<file path="config.mk">
export PLATFORM = sky130hd
export DESIGN_NAME = vseg_xlate
export DESIGN_NICKNAME = d
export VERILOG_FILES = /design/src/rtl/vseg_pkg.sv /design/src/rtl/vseg_classify.sv /design/src/rtl/vseg_rsp_fmt.sv /design/src/rtl/vseg_ctrl.sv /design/src/rtl/vseg_xlate.sv
export SDC_FILE = /design/constraint.sdc
export NUM_CORES = 1
export LEC_CHECK = 0
export ABC_AREA = 1
export BUFFER_PORTS_ARGS = -buffer_cell sky130_fd_sc_hd__buf_2
export CORE_MARGIN = 8
export CORE_UTILIZATION = 50
export CTS_CLUSTER_SIZE = 30
export DETAILED_ROUTE_END_ITERATION = 8
export PLACE_DENSITY = 0.79
export SYNTH_ARGS = -nofsm -noshare
export SYNTH_HDL_FRONTEND = slang
export SYNTH_SLANG_ARGS = --single-unit
export TNS_END_PERCENT = 50
</file>
<file path="constraint.sdc">
create_clock -name clk -period 2.5 [get_ports clk]
set_input_delay 0.5 -clock clk [delete_from_list [all_inputs] [get_ports clk]]
set_output_delay 0.5 -clock clk [all_outputs]
set_load 0.01 [all_outputs]
</file>
<file path="src/rtl/vseg_pkg.sv">
package vseg_pkg;
  typedef enum logic [1:0] {
    RT_DIRECT = 2'd0,
    RT_MAPPED = 2'd1,
    RT_REJECT = 2'd2
  } route_e;

  localparam logic [2:0] RC_OK      = 3'b000;
  localparam logic [2:0] RC_BADADDR = 3'b111;
  localparam logic [2:0] RC_MISS    = 3'b110;
  localparam logic [2:0] RC_INVALID = 3'b101;
  localparam logic [2:0] RC_DIRTY   = 3'b100;

  localparam logic [1:0] PM_SUPER = 2'b01;
  localparam logic [1:0] PM_USER  = 2'b10;
endpackage

</file>
<file path="src/rtl/vseg_classify.sv">
module vseg_classify import vseg_pkg::*; #(
  parameter int ADDR_W = 32
) (
  input  logic [ADDR_W-1:0] vaddr,
  input  logic [1:0]        priv_mode,
  input  logic              err_level,
  input  logic              fixed_map,
  output route_e            route,
  output logic [ADDR_W-1:0] direct_paddr
);
  localparam int SEG_LSB = ADDR_W - 3;
  localparam logic [ADDR_W-1:0] FIX_OFS = {2'b01, {(ADDR_W-2){1'b0}}};

  logic is_kern;
  logic is_super;
  logic [ADDR_W-1:0] window_pa;

  assign is_super  = (priv_mode == PM_SUPER);
  assign is_kern   = !is_super && (priv_mode != PM_USER);
  assign window_pa = {3'b000, vaddr[SEG_LSB-1:0]};

  always_comb begin
    route        = RT_DIRECT;
    direct_paddr = '0;
    if (fixed_map) begin
      if (!vaddr[ADDR_W-1]) begin
        direct_paddr = err_level ? vaddr : vaddr + FIX_OFS;
      end else if (!vaddr[ADDR_W-2]) begin
        direct_paddr = window_pa;
      end else begin
        direct_paddr = vaddr;
      end
    end else begin
      case (vaddr[ADDR_W-1:SEG_LSB])
        3'd4, 3'd5: begin
          route        = is_kern ? RT_DIRECT : RT_REJECT;
          direct_paddr = is_kern ? window_pa : '0;
        end
        3'd6: route = (is_kern || is_super) ? RT_MAPPED : RT_REJECT;
        3'd7: route = is_kern ? RT_MAPPED : RT_REJECT;
        default: begin
          route        = err_level ? RT_DIRECT : RT_MAPPED;
          direct_paddr = err_level ? vaddr : '0;
        end
      endcase
    end
  end
endmodule

</file>
<file path="src/rtl/vseg_rsp_fmt.sv">
module vseg_rsp_fmt import vseg_pkg::*; #(
  parameter int ADDR_W = 32
) (
  input  logic [2:0]        rsp_code,
  input  logic [ADDR_W-1:0] rsp_paddr,
  input  logic              rsp_rd,
  input  logic              rsp_wr,
  output logic [2:0]        fmt_code,
  output logic [ADDR_W-1:0] fmt_paddr,
  output logic              fmt_rd,
  output logic              fmt_wr
);
  logic hit;
  assign hit       = (rsp_code == RC_OK);
  assign fmt_code  = rsp_code;
  assign fmt_paddr = hit ? rsp_paddr : '0;
  assign fmt_rd    = hit && rsp_rd;
  assign fmt_wr    = hit && rsp_wr;
endmodule

</file>
<file path="src/rtl/vseg_ctrl.sv">
module vseg_ctrl import vseg_pkg::*; #(
  parameter int ADDR_W = 32
) (
  input  logic              clk,
  input  logic              rst_n,
  input  logic              req_valid,
  input  logic [ADDR_W-1:0] req_vaddr,
  input  logic              req_write,
  input  route_e            route,
  input  logic [ADDR_W-1:0] direct_paddr,
  input  logic              tlb_rsp_valid,
  input  logic [2:0]        fmt_code,
  input  logic [ADDR_W-1:0] fmt_paddr,
  input  logic              fmt_rd,
  input  logic              fmt_wr,
  output logic              req_ready,
  output logic              tlb_req_valid,
  output logic [ADDR_W-1:0] tlb_req_vaddr,
  output logic              tlb_req_write,
  output logic              out_valid,
  output logic [ADDR_W-1:0] out_paddr,
  output logic              out_rd,
  output logic              out_wr,
  output logic [2:0]        out_code
);
  typedef enum logic {ST_IDLE = 1'b0, ST_WAIT = 1'b1} st_e;

  st_e               st_q, st_d;
  logic              accept, tlb_done, lkp_en, res_en;
  logic [ADDR_W-1:0] lkp_addr_q, res_paddr_d, res_paddr_q;
  logic              lkp_wr_q, res_rd_d, res_rd_q, res_wr_d, res_wr_q, vld_q;
  logic [2:0]        res_code_d, res_code_q;

  assign accept   = req_valid && (st_q == ST_IDLE);
  assign tlb_done = (st_q == ST_WAIT) && tlb_rsp_valid;
  assign lkp_en   = accept && (route == RT_MAPPED);
  assign res_en   = tlb_done || (accept && (route != RT_MAPPED));

  always_comb begin
    st_d = st_q;
    if (lkp_en)   st_d = ST_WAIT;
    if (tlb_done) st_d = ST_IDLE;
  end

  always_comb begin
    res_paddr_d = fmt_paddr;
    res_rd_d    = fmt_rd;
    res_wr_d    = fmt_wr;
    res_code_d  = fmt_code;
    if (!tlb_done) begin
      res_paddr_d = (route == RT_DIRECT) ? direct_paddr : '0;
      res_rd_d    = (route == RT_DIRECT);
      res_wr_d    = (route == RT_DIRECT);
      res_code_d  = (route == RT_DIRECT) ? RC_OK : RC_BADADDR;
    end
  end

  always_ff @(posedge clk or negedge rst_n) begin
    if (!rst_n) begin
      st_q  <= ST_IDLE;
      vld_q <= 1'b0;
    end else begin
      st_q  <= st_d;
      vld_q <= res_en;
    end
  end

  always_ff @(posedge clk or negedge rst_n) begin
    if (!rst_n) begin
      lkp_addr_q <= '0;
      lkp_wr_q   <= 1'b0;
    end else if (lkp_en) begin
      lkp_addr_q <= req_vaddr;
      lkp_wr_q   <= req_write;
    end
  end

  always_ff @(posedge clk or negedge rst_n) begin
    if (!rst_n) begin
      res_paddr_q <= '0;
      res_rd_q    <= 1'b0;
      res_wr_q    <= 1'b0;
      res_code_q  <= RC_OK;
    end else if (res_en) begin
      res_paddr_q <= res_paddr_d;
      res_rd_q    <= res_rd_d;
      res_wr_q    <= res_wr_d;
      res_code_q  <= res_code_d;
    end
  end

  assign req_ready     = (st_q == ST_IDLE);
  assign tlb_req_valid = (st_q == ST_WAIT);
  assign tlb_req_vaddr = lkp_addr_q;
  assign tlb_req_write = lkp_wr_q;
  assign out_valid     = vld_q;
  assign out_paddr     = res_paddr_q;
  assign out_rd        = res_rd_q;
  assign out_wr        = res_wr_q;
  assign out_code      = res_code_q;
endmodule

</file>
<file path="src/rtl/vseg_xlate.sv">
module vseg_xlate import vseg_pkg::*; #(
  parameter int ADDR_W = 32
) (
  input  logic              clk,
  input  logic              rst_n,
  input  logic              fixed_map,
  input  logic              err_level,
  input  logic [1:0]        priv_mode,
  input  logic              req_valid,
  output logic              req_ready,
  input  logic [ADDR_W-1:0] req_vaddr,
  input  logic              req_write,
  output logic              tlb_req_valid,
  output logic [ADDR_W-1:0] tlb_req_vaddr,
  output logic              tlb_req_write,
  input  logic              tlb_rsp_valid,
  input  logic [2:0]        tlb_rsp_code,
  input  logic [ADDR_W-1:0] tlb_rsp_paddr,
  input  logic              tlb_rsp_rd,
  input  logic              tlb_rsp_wr,
  output logic              out_valid,
  output logic [ADDR_W-1:0] out_paddr,
  output logic              out_rd,
  output logic              out_wr,
  output logic [2:0]        out_code
);
  route_e            route;
  logic [ADDR_W-1:0] direct_paddr, fmt_paddr;
  logic [2:0]        fmt_code;
  logic              fmt_rd, fmt_wr;

  vseg_classify #(.ADDR_W(ADDR_W)) cls_i (
    .vaddr(req_vaddr), .priv_mode(priv_mode), .err_level(err_level),
    .fixed_map(fixed_map), .route(route), .direct_paddr(direct_paddr)
  );

  vseg_rsp_fmt #(.ADDR_W(ADDR_W)) fmt_i (
    .rsp_code(tlb_rsp_code), .rsp_paddr(tlb_rsp_paddr), .rsp_rd(tlb_rsp_rd),
    .rsp_wr(tlb_rsp_wr), .fmt_code(fmt_code), .fmt_paddr(fmt_paddr),
    .fmt_rd(fmt_rd), .fmt_wr(fmt_wr)
  );

  vseg_ctrl #(.ADDR_W(ADDR_W)) ctl_i (
    .clk(clk), .rst_n(rst_n), .req_valid(req_valid), .req_vaddr(req_vaddr),
    .req_write(req_write), .route(route), .direct_paddr(direct_paddr),
    .tlb_rsp_valid(tlb_rsp_valid), .fmt_code(fmt_code), .fmt_paddr(fmt_paddr),
    .fmt_rd(fmt_rd), .fmt_wr(fmt_wr), .req_ready(req_ready),
    .tlb_req_valid(tlb_req_valid), .tlb_req_vaddr(tlb_req_vaddr),
    .tlb_req_write(tlb_req_write), .out_valid(out_valid), .out_paddr(out_paddr),
    .out_rd(out_rd), .out_wr(out_wr), .out_code(out_code)
  );
endmodule

</file>
==> results of run 1 <==
[power groups by stage]
stage	logic (mW)	clock network [mW]	registers, mW
CTS	1.09	1.00	1.58
finish	1.07	0.985	1.58
floorplan	0.448	0	1.73
global route	1.20	1.05	1.62
detailed placement	1.09	0	1.60
global placement	1.06	0	1.59
[state kept, by name, summed over array words and instances (netlist names)]
name and flops:
ctl_i.out_code 3, ctl_i.out_paddr 32, ctl_i.out_rd 1, ctl_i.out_valid 1, ctl_i.out_wr 1, ctl_i.tlb_req_vaddr 32, ctl_i.tlb_req_valid 1, ctl_i.tlb_req_write 1
[cell usage in the layout (no fill, tap or decap)]
cell	n
nand2_1	221
buf_2	149
dfrtp_1	72
inv_1	71
nand3_1	43
o21ai_0	35
nand4_1	30
clkbuf_8	9
buf_4	8
nand2_2	4
ha_1	4
nand3_2	3
nor2_1	3
o31ai_1	2
clkinv_2	2
clkinvlp_4	2
bufinv_16	2
buf_12	2
inv_2	1
nor2_2	1
nand2_4	1
nand3b_1	1
nand4_4	1
nor3_1	1
clkinv_1	1
a21oi_1	1
[kinds of logic after synthesis]
family / Yosys count
simple gates: 309
buf+inv: 107
flops: 72
compound gates: 38
fa+ha+maj: 4
[through the flow]
stage               instance area (µm²)  total power [mW]  utilization  setup WS, ps
floorplan                          3870              2.18            -           738
global placement                   4640              2.65        0.611           305
detailed placement                 4640              2.69        0.611           262
CTS                                4850              3.68        0.638           512
global route                       4850              3.86        0.638           210
finish                             4850              3.64        0.638           489
[worst max-delay path, stage by stage, from the launching register on]
cell      delay (ps)
dfrtp_1          420
nand2_2           90
inv_1             90
nand2_1           80
clkinv_1         730
nand2_1          260
o31ai_1          110
nand2_1           90
nand2_1           50
[worst max-delay path by stage]
stage	end	from	depth (start not counted)	slack, ps
global route	ctl_i.out_wr	ctl_i.tlb_req_valid	8	210
floorplan	ctl_i.out_paddr[10]	req_vaddr[30]	12	740
finish	ctl_i.out_paddr[31]	ctl_i.tlb_req_valid	8	490
CTS	ctl_i.out_paddr[29]	ctl_i.tlb_req_valid	8	510
detailed placement	ctl_i.out_code[0]	req_vaddr[30]	14	260
global placement	ctl_i.out_code[1]	req_vaddr[30]	14	300
[final cells by class]
class | instances | area share
well taps | 102 | 0.0263
multi-input cells | 351 | 0.329
flip-flops and latches | 72 | 0.371
repair buffers | 159 | 0.174
clock inverters | 6 | 0.0175
clock buffers | 9 | 0.0255
inverters | 73 | 0.0565
[Yosys cell counts]
master,n,area [µm²]
nor3_1,1,5.00
buf_4,5,37.5
nand2_1,222,833
o31ai_1,2,15.0
clkinv_1,1,3.75
nand3_2,3,30.0
nand3b_1,1,7.51
inv_1,71,267
nand4_4,1,21.3
buf_6,6,67.6
nand3_1,43,215
nand2_2,3,18.8
nor2_1,3,11.3
ha_1,4,50.1
clkbuf_1,11,41.3
inv_2,1,3.75
a21oi_1,1,5.00
nor2_2,1,6.26
buf_2,10,50.1
buf_1,2,7.51
o21ai_0,35,175
dfrtp_1,72,1800
nand2_4,1,11.3
nand4_1,30,188
[routing by layer]
metal / vias to the layer above / track usage / wire length (µm) / share of wire
met2: 143 / 0.353 / 5620 / 0.49
met3: 6 / 0.0527 / 818 / 0.071
met5: - / 0 / 0 / 0
li1: 1920 / - / - / -
met1: 1820 / 0.263 / 4960 / 0.43
met4: 0 / 0.0507 / 49 / 0.0043
==> results.toml, run 1 <==
[status]
status = "finished clean"

[placement]
portBuffers = 150
dp_cells = 757
hpwl_um = 8460
place.gp.congestion = 0.863

[die]
core_area_mm2 = 0.00761
row_count = 32
die_h_um = 104
start_util = 0.509
die_area_mm2 = 0.0108
dieWidth_um = 104
ios = 151

[drt]
via_per_inst = 5.04
drc = 0
dr.pass1.iters = 4
wl_um = 11500
ant_nets = 0
num_vias = 3889
drt_iter0_markers = 161
avgRoutedWirePerCell_um = 14.8

[sta]
slew_violations = 0
min_period_ps = 2010
setup_violations = 0
whs_ps = 310
clock.fmax_mhz = 497
fin_setup_tns_ps = 0
maxSlewHeadroom = 0.356
min_period_over_period = 0.804
final_hold_viol_count = 0
finClkSkew_ps = 9.52
rsz0062_at_grt = "no"
worst_pin_slew_ps = 961

[critical_path]
path_class = "reg -> reg"
critical_path_arrival_ps = 2240
r2r-end = "ctl_i.out_paddr[31]"
r2r_start = "ctl_i.tlb_req_valid"
cp_max_fo = 34
worstPathRequired_ps = 2730
crit_path_end_kind = "register"
rrSetupSlack_ps = 490
critPathLaunchType = "register"
reg2reg_depth = 8

[yosys]
synth_mux_area_frac = 0
syn_area_mm2 = 0.00387
ys_ff_latch = 72
yosysUniqueCellTypes = 24
synth_fa_ha_area_frac = 0.0129
syn-mean-instance-area_um2 = 7.31
synth_top_family_by_area = "simple AND/OR/NAND/NOR gates"
yosys_warnings = 0
synth_nets = 612
synth-compound-area-share = 0.0504
synth_xor_area_frac = 0
synthCells = 530
yosysSeqAreaShare = 0.465
yosys.area_share.simple = 0.348

[power]
internal-power_mw = 2.42
switchingPower_mw = 1.22
switching_share = 0.336
power_frac_seq = 0.435
power_frac_clock = 0.271
leakage_nw = 3.08
p_comb_frac = 0.294
ir_worst_vdd_v = 0.000329
p_per_area_mw_per_mm2 = 749

[cts]
clk_path_buf_depth = 2
ctsHtreeMaxLevel = 3
postCtsSetupRepairBufs = 0
holdBufCountCts = 0
clkTransAtPathRegs_ps = 80
cts_resized = 0
insertion_delay_ps = 330
clockRootBuffer = "clkbuf_8"
cts_sinks = 72
cts_buffers = 9
cts_tree = "built"

[hold_path]
hold_class = "in -> async"

[cells_and_area]
syn_to_final_growth_pct = 25.3
nNetsFinal = 748
multi_input_area_mm2 = 0.00160
fillCellCount = 693
num_antenna_cells = 0
layout.area.seq_mm2 = 0.00180
stdcell_count = 772
drive_above_1_share = 0.276

[grt]
grtUsageTotal = 0.210
grt_pass1_wl_um = 18900
grt-ovfl-total = 0
grt_max_degree = 73
antenna_found_initial = 0
grt_pass1_vias = 3877

[flow_run]
maxCapViolations = 0
No activity file was read; power rests on OpenSTA's default activity.
==> inputs of run 2 (changes only) <==
- CORE_UTILIZATION: 50 -> 44
- PLACE_DENSITY: 0.79 -> 0.73
- clock period: 2.5 -> 1.7 ns (I/O delays scaled with it)
==> run 2 against run 1 <==
Effect of this change: first-iteration DRC count up 22%; cell count up 2.5%; worst hold slack worse by 110 ps; cell area up 4.2%; sequential power up 47%; power up 50%; clock skew about the same; highest routed layer is now met5; critical path type is now in -> reg; register-to-register slack worse by 200 ps; critical endpoint is now ctl_i.out_rd; combinational power up 53%; die area up 11%; non-clock buffer count up 12; global-route usage down 0.99 points.
==> results.toml, run 2 (synthesis gave the netlist of run 1 again) <==
[status]
status = "finished clean"

[die]
die_h_um = 110
core_area_mm2 = 0.00864
dieWidth_um = 110
start_util = 0.448
ios = 151
row_count = 34
die_area_mm2 = 0.0121

[sta]
final_hold_viol_count = 0
whs_ps = 201
setup_violations = 0
slew_violations = 0
clock.fmax_mhz = 672
rsz0062_at_grt = "no"
min_period_ps = 1490
maxSlewHeadroom = 0.725
min_period_over_period = 0.875
worst_pin_slew_ps = 413
setup_ws_ps = 212
finClkSkew_ps = 9.03

[grt]
grt-ovfl-total = 0
grt_max_degree = 71
grt_pass1_wl_um = 19100
antenna_found_initial = 1
grt_pass1_vias = 4029
grtUsageTotal = 0.200

[cts]
cts_tree = "built"
clkTransAtPathRegs_ps = 80
cts_buffers = 9
ctsHtreeMaxLevel = 3
clockRootBuffer = "clkbuf_8"
cts_sinks = 72
insertion_delay_ps = 340
clk_path_buf_depth = 2

[cells_and_area]
fillCellCount = 830
multi_input_area_mm2 = 0.00160
syn_to_final_growth_pct = 30.6
layout_common_cells = "nand2_1 (221), buf_2 (149), dfrtp_1 (72)"
layout.area.seq_mm2 = 0.00180
drive_above_1_share = 0.286
final_common_cell = "nand2_1"
fin_area_mm2 = 0.00506
num_antenna_cells = 0
nNetsFinal = 760

[power]
total_power_mw = 5.46
leakage_nw = 3.18
p_per_area_mw_per_mm2 = 1080
ir_worst_vdd_v = 0.000438

[hold_path]
whs_endpoint = "ctl_i.tlb_req_valid"
hold_class = "in -> reg"
holdCritStartpoint = "tlb_rsp_valid"
min_path_cells = 2

[placement]
placed_area_mm2 = 0.00483
hpwl_um = 8940
portBuffers = 150
place.gp.congestion = 0.932
place_ws_ps = -132

[critical_path]
path_class = "in -> reg"
rrSetupSlack_ps = 290
r2r_start = "ctl_i.tlb_req_valid"
reg2reg_depth = 4
critPathLaunchType = "primary input"
worstPathRequired_ps = 1990
cp_max_fo = 22
critical_path_arrival_ps = 1780
crit_path_end_kind = "register"
r2r-end = "ctl_i.tlb_req_vaddr[21]"

[drt]
drt_iter0_markers = 197
via_per_inst = 5.01
dr.pass1.iters = 5
avgRoutedWirePerCell_um = 15.1
drc = 0
wl_um = 12000
ant_nets = 0
num_vias = 3960

[flow_run]
maxCapViolations = 0
-- run 2: layout make-up --
type,count,area share
multi-input combinational,351,0.315
clock inverter,5,0.0161
sequential,72,0.356
inverter,73,0.0542
timing repair buffer,171,0.205
clock buffer,11,0.0260
tap,108,0.0267
-- run 2: worst max path at each step --
stage / from / to / cells past startpoint
after floorplan: req_vaddr[30] / ctl_i.out_paddr[10] / 12
after global placement: req_vaddr[30] / ctl_i.out_paddr[20] / 13
after detailed placement: req_vaddr[30] / ctl_i.out_wr / 13
after CTS: req_vaddr[30] / ctl_i.out_paddr[0] / 13
after global routing: req_vaddr[30] / ctl_i.out_paddr[0] / 13
final: req_vaddr[30] / ctl_i.out_rd / 13
-- run 2: stage by stage --
step	setup TNS (ps)	utilization	instances
floorplan	0	-	530
global placement	-2510	0.560	774
detailed placement	-5790	0.560	774
CTS	0	0.586	791
global route	0	0.586	791
finish	0	0.586	791
-- run 2: report_power, final --
part	switching [mW]	internal (mW)	total (mW)
Sequential	0.220	2.11	2.33
Clock	0.666	0.828	1.49
Combinational	0.954	0.681	1.64
-- run 2: worst max-delay path: stages --
cell     delay, ps
buf_2          100
inv_1           60
ha_1           230
nor2_2         140
nand2_1        100
nand2_1         80
inv_1           70
nand2_1        160
buf_12         190
nand3_1        120
nand2_1         90
nand2_1         60
nand2_1         50
-- run 2: routing by layer --
layer / track usage / wire length (µm)
met1: 0.244 / 4990
met3: 0.0569 / 1090
met2: 0.332 / 5700
met4: 0.0646 / 174
met5: 0 / 9
-- run 2: what timing repair did --
item | CTS | global route
setup endpoints to repair | 0 | 0
buffers inserted | 0 | 0
resized for setup | 0 | 0
endpoints found under the hold margin | 28 | 0
hold buffers | 1 | 0
==> inputs of run 3 (changes only) <==
- CORE_ASPECT_RATIO: default -> 1.5
- CORE_UTILIZATION: 44 -> 46
- PLACE_DENSITY: 0.73 -> 0.74
- SYNTH_HIERARCHICAL: default -> 1
==> run 3 against run 2 <==
Effect of this change: sequential power increased by 30%; first-iteration DRC count is 7.1% lower; die area is 7.4% higher; clock power rose by 28%; non-clock buffer count up 12; flip-flop and latch count stayed put; critical path depth shrank 1; area after synthesis up 13%; combinational power grew 96%; count of clock-buffer cells in the layout up 2; clock skew is 5.4 ps lower; wire length increased by 6.9%.
==> results.toml, run 3 <==
[yosys]
synth_common_cells = "nand2_1 (195), inv_1 (79), nand3_1 (74)"
ys_ff_latch = 72
syn-mean-instance-area_um2 = 7.48
syn_area_mm2 = 0.00438
yosysMostFrequentCell = "nand2_1"
yosysUniqueCellTypes = 22
yosysSeqAreaShare = 0.412
yosys_warnings = 6
synth_nets = 667
synthCells = 585
synth.area.top_cells = "dfrtp_1 (41%), nand2_1 (17%), nand3_1 (8.5%)"
synth_top_area_cell = "dfrtp_1"
yosysTopAreaCellShare = 0.412
synth-edff-count = 0
synth_ff_type = "dfrtp_1"
synth-async-reset-ratio = 1.00

[critical_path]
crit_path_end_kind = "register"
critPathLaunchType = "primary input"
worstPathRequired_ps = 1910
cp_max_fo = 36
crit_start = "req_vaddr[30]"
r2r_start = "ctl_i/tlb_req_valid"
path_class = "in -> reg"
critical_path_arrival_ps = 1760

[power]
power_frac_seq = 0.371
p_comb_frac = 0.395
ir_worst_vdd_v = 0.000935
power_frac_clock = 0.234
total_power_mw = 8.16
switching_share = 0.380
switchingPower_mw = 3.10
leakage_nw = 3.36
internal-power_mw = 5.06
p_per_area_mw_per_mm2 = 1440

[drt]
dr.pass1.iters = 5
num_vias = 4235
ant_nets = 0
drt_iter0_markers = 183
avgRoutedWirePerCell_um = 15.0
drc = 0
wl_um = 12800
via_per_inst = 4.95

[die]
row_count = 43
ios = 151
core_area_mm2 = 0.00925
die_area_mm2 = 0.0130
dieWidth_um = 95.6
start_util = 0.473
die_h_um = 135

[cts]
clkTransAtPathRegs_ps = 60
cts_buffers = 9
cts_sinks = 72
clk_path_buf_depth = 2
cts_tree = "built"
ctsHtreeMaxLevel = 3
postCtsSetupRepairBufs = 0
clockRootBuffer = "clkbuf_16"
insertion_delay_ps = 330

[cells_and_area]
fin_area_mm2 = 0.00565
nNetsFinal = 820
fillCellCount = 836
fin_util = 0.611
layout_common_cells = "nand2_1 (192), buf_2 (149), inv_1 (79)"
num_antenna_cells = 0
drive_above_1_share = 0.365
final_common_cell = "nand2_1"
syn_to_final_growth_pct = 29.2

[placement]
hpwl_um = 9780
place.gp.congestion = 0.878
portBuffers = 150
placed_area_mm2 = 0.00531

[grt]
grt_pass1_vias = 4354
grtUsageTotal = 0.201
grt-ovfl-total = 0
grt_max_degree = 37
antenna_found_initial = 0
grt_pass1_wl_um = 20500

[sta]
final_hold_viol_count = 0
min_period_ps = 1560
finClkSkew_ps = 3.61
rsz0062_at_grt = "yes"
clock.fmax_mhz = 643
min_period_over_period = 0.915
setup_violations = 0
whs_ps = 247
maxSlewHeadroom = 0.765
worst_pin_slew_ps = 352
slew_violations = 0

[status]
status = "finished clean"

[flow_run]
maxCapViolations = 0

[hold_path]
holdCritStartpoint = "req_vaddr[7]"
hold_class = "in -> reg"
## run 3: final cells by class
type | instances | area, µm² | share of cell area
Multi-Input combinational cell | 389 | 2000 | 0.353
Clock inverter | 3 | 40.0 | 0.00708
Clock buffer | 13 | 260 | 0.0460
Sequential cell | 72 | 1800 | 0.319
Timing Repair Buffer | 183 | 1100 | 0.195
Inverter | 83 | 312 | 0.0551
Tap cell | 112 | 140 | 0.0248
## run 3: per-layer routing
| metal | GRT usage | vias to the layer above | routed length (µm) |
|---|---|---|---|
| li1 | - | 2099 | - |
| met1 | 0.218 | 1962 | 4760 |
| met2 | 0.353 | 143 | 6870 |
| met3 | 0.0400 | 31 | 762 |
| met4 | 0.106 | 0 | 391 |
| met5 | 0 | - | 0 |
## run 3: worst paths after layout
| path | end | slack (ps) | cells after the start |
|---|---|---|---|
| max | ctl_i/tlb_req_vaddr[12] | 140 | 12 |
| min | ctl_i/tlb_req_vaddr[7] | 250 | 3 |
| max reg2reg | ctl_i/out_paddr[6] | 290 | 7 |
| min reg2reg | ctl_i/tlb_req_vaddr[24] | 480 | 2 |
| max in group asynchronous | ctl_i/out_paddr[19] | 700 | 3 |
| min in group asynchronous | ctl_i/out_code[2] | 450 | 2 |
## run 3: power groups by stage
stage               Sequential (mW)  Combinational, mW  Clock [mW]
detailed placement             3.04               3.24           0
global placement               3.01               3.17           0
global route                   3.12               3.56        2.02
floorplan                      3.36               1.40           0
finish                         3.03               3.22        1.91
CTS                            3.02               3.25        1.94
## run 3: logic make-up (layout without fill, tap and decap cells)
group	Yosys count	count (layout)	synth area share
compound gates	66	66	0.117
fa+ha+maj	4	4	0.0114
buf+inv	124	282	0.138
flops	72	72	0.412
simple gates	319	319	0.321
## run 3: repair_timing
| item | 4_1_cts | 5_1_grt |
|---|---|---|
| hold buffers | 1 | 0 |
| gates resized for setup | 0 | 9 |
| endpoints found under the hold margin | 21 | 0 |
| setup endpoints to repair | 0 | 48 |
## run 3: critical path, stage by stage
cell	delay, ps
buf_2	110
inv_1	50
ha_2	190
nor2_2	120
inv_1	70
nand2_1	60
nor2_1	40
nor2_2	190
nand4_1	190
buf_6	240
nand2_1	70
o21ai_0	80
## run 3: metrics by stage
step           std cells  TNS (ps)  setup WS [ps]
3_5_place_dp         838    -14100           -252
6_report             855         0            144
2_1_floorplan        585      -175          -13.2
4_1_cts              855         0           83.6
5_1_grt              855      -363          -44.8
3_3_place_gp         838     -9820           -205
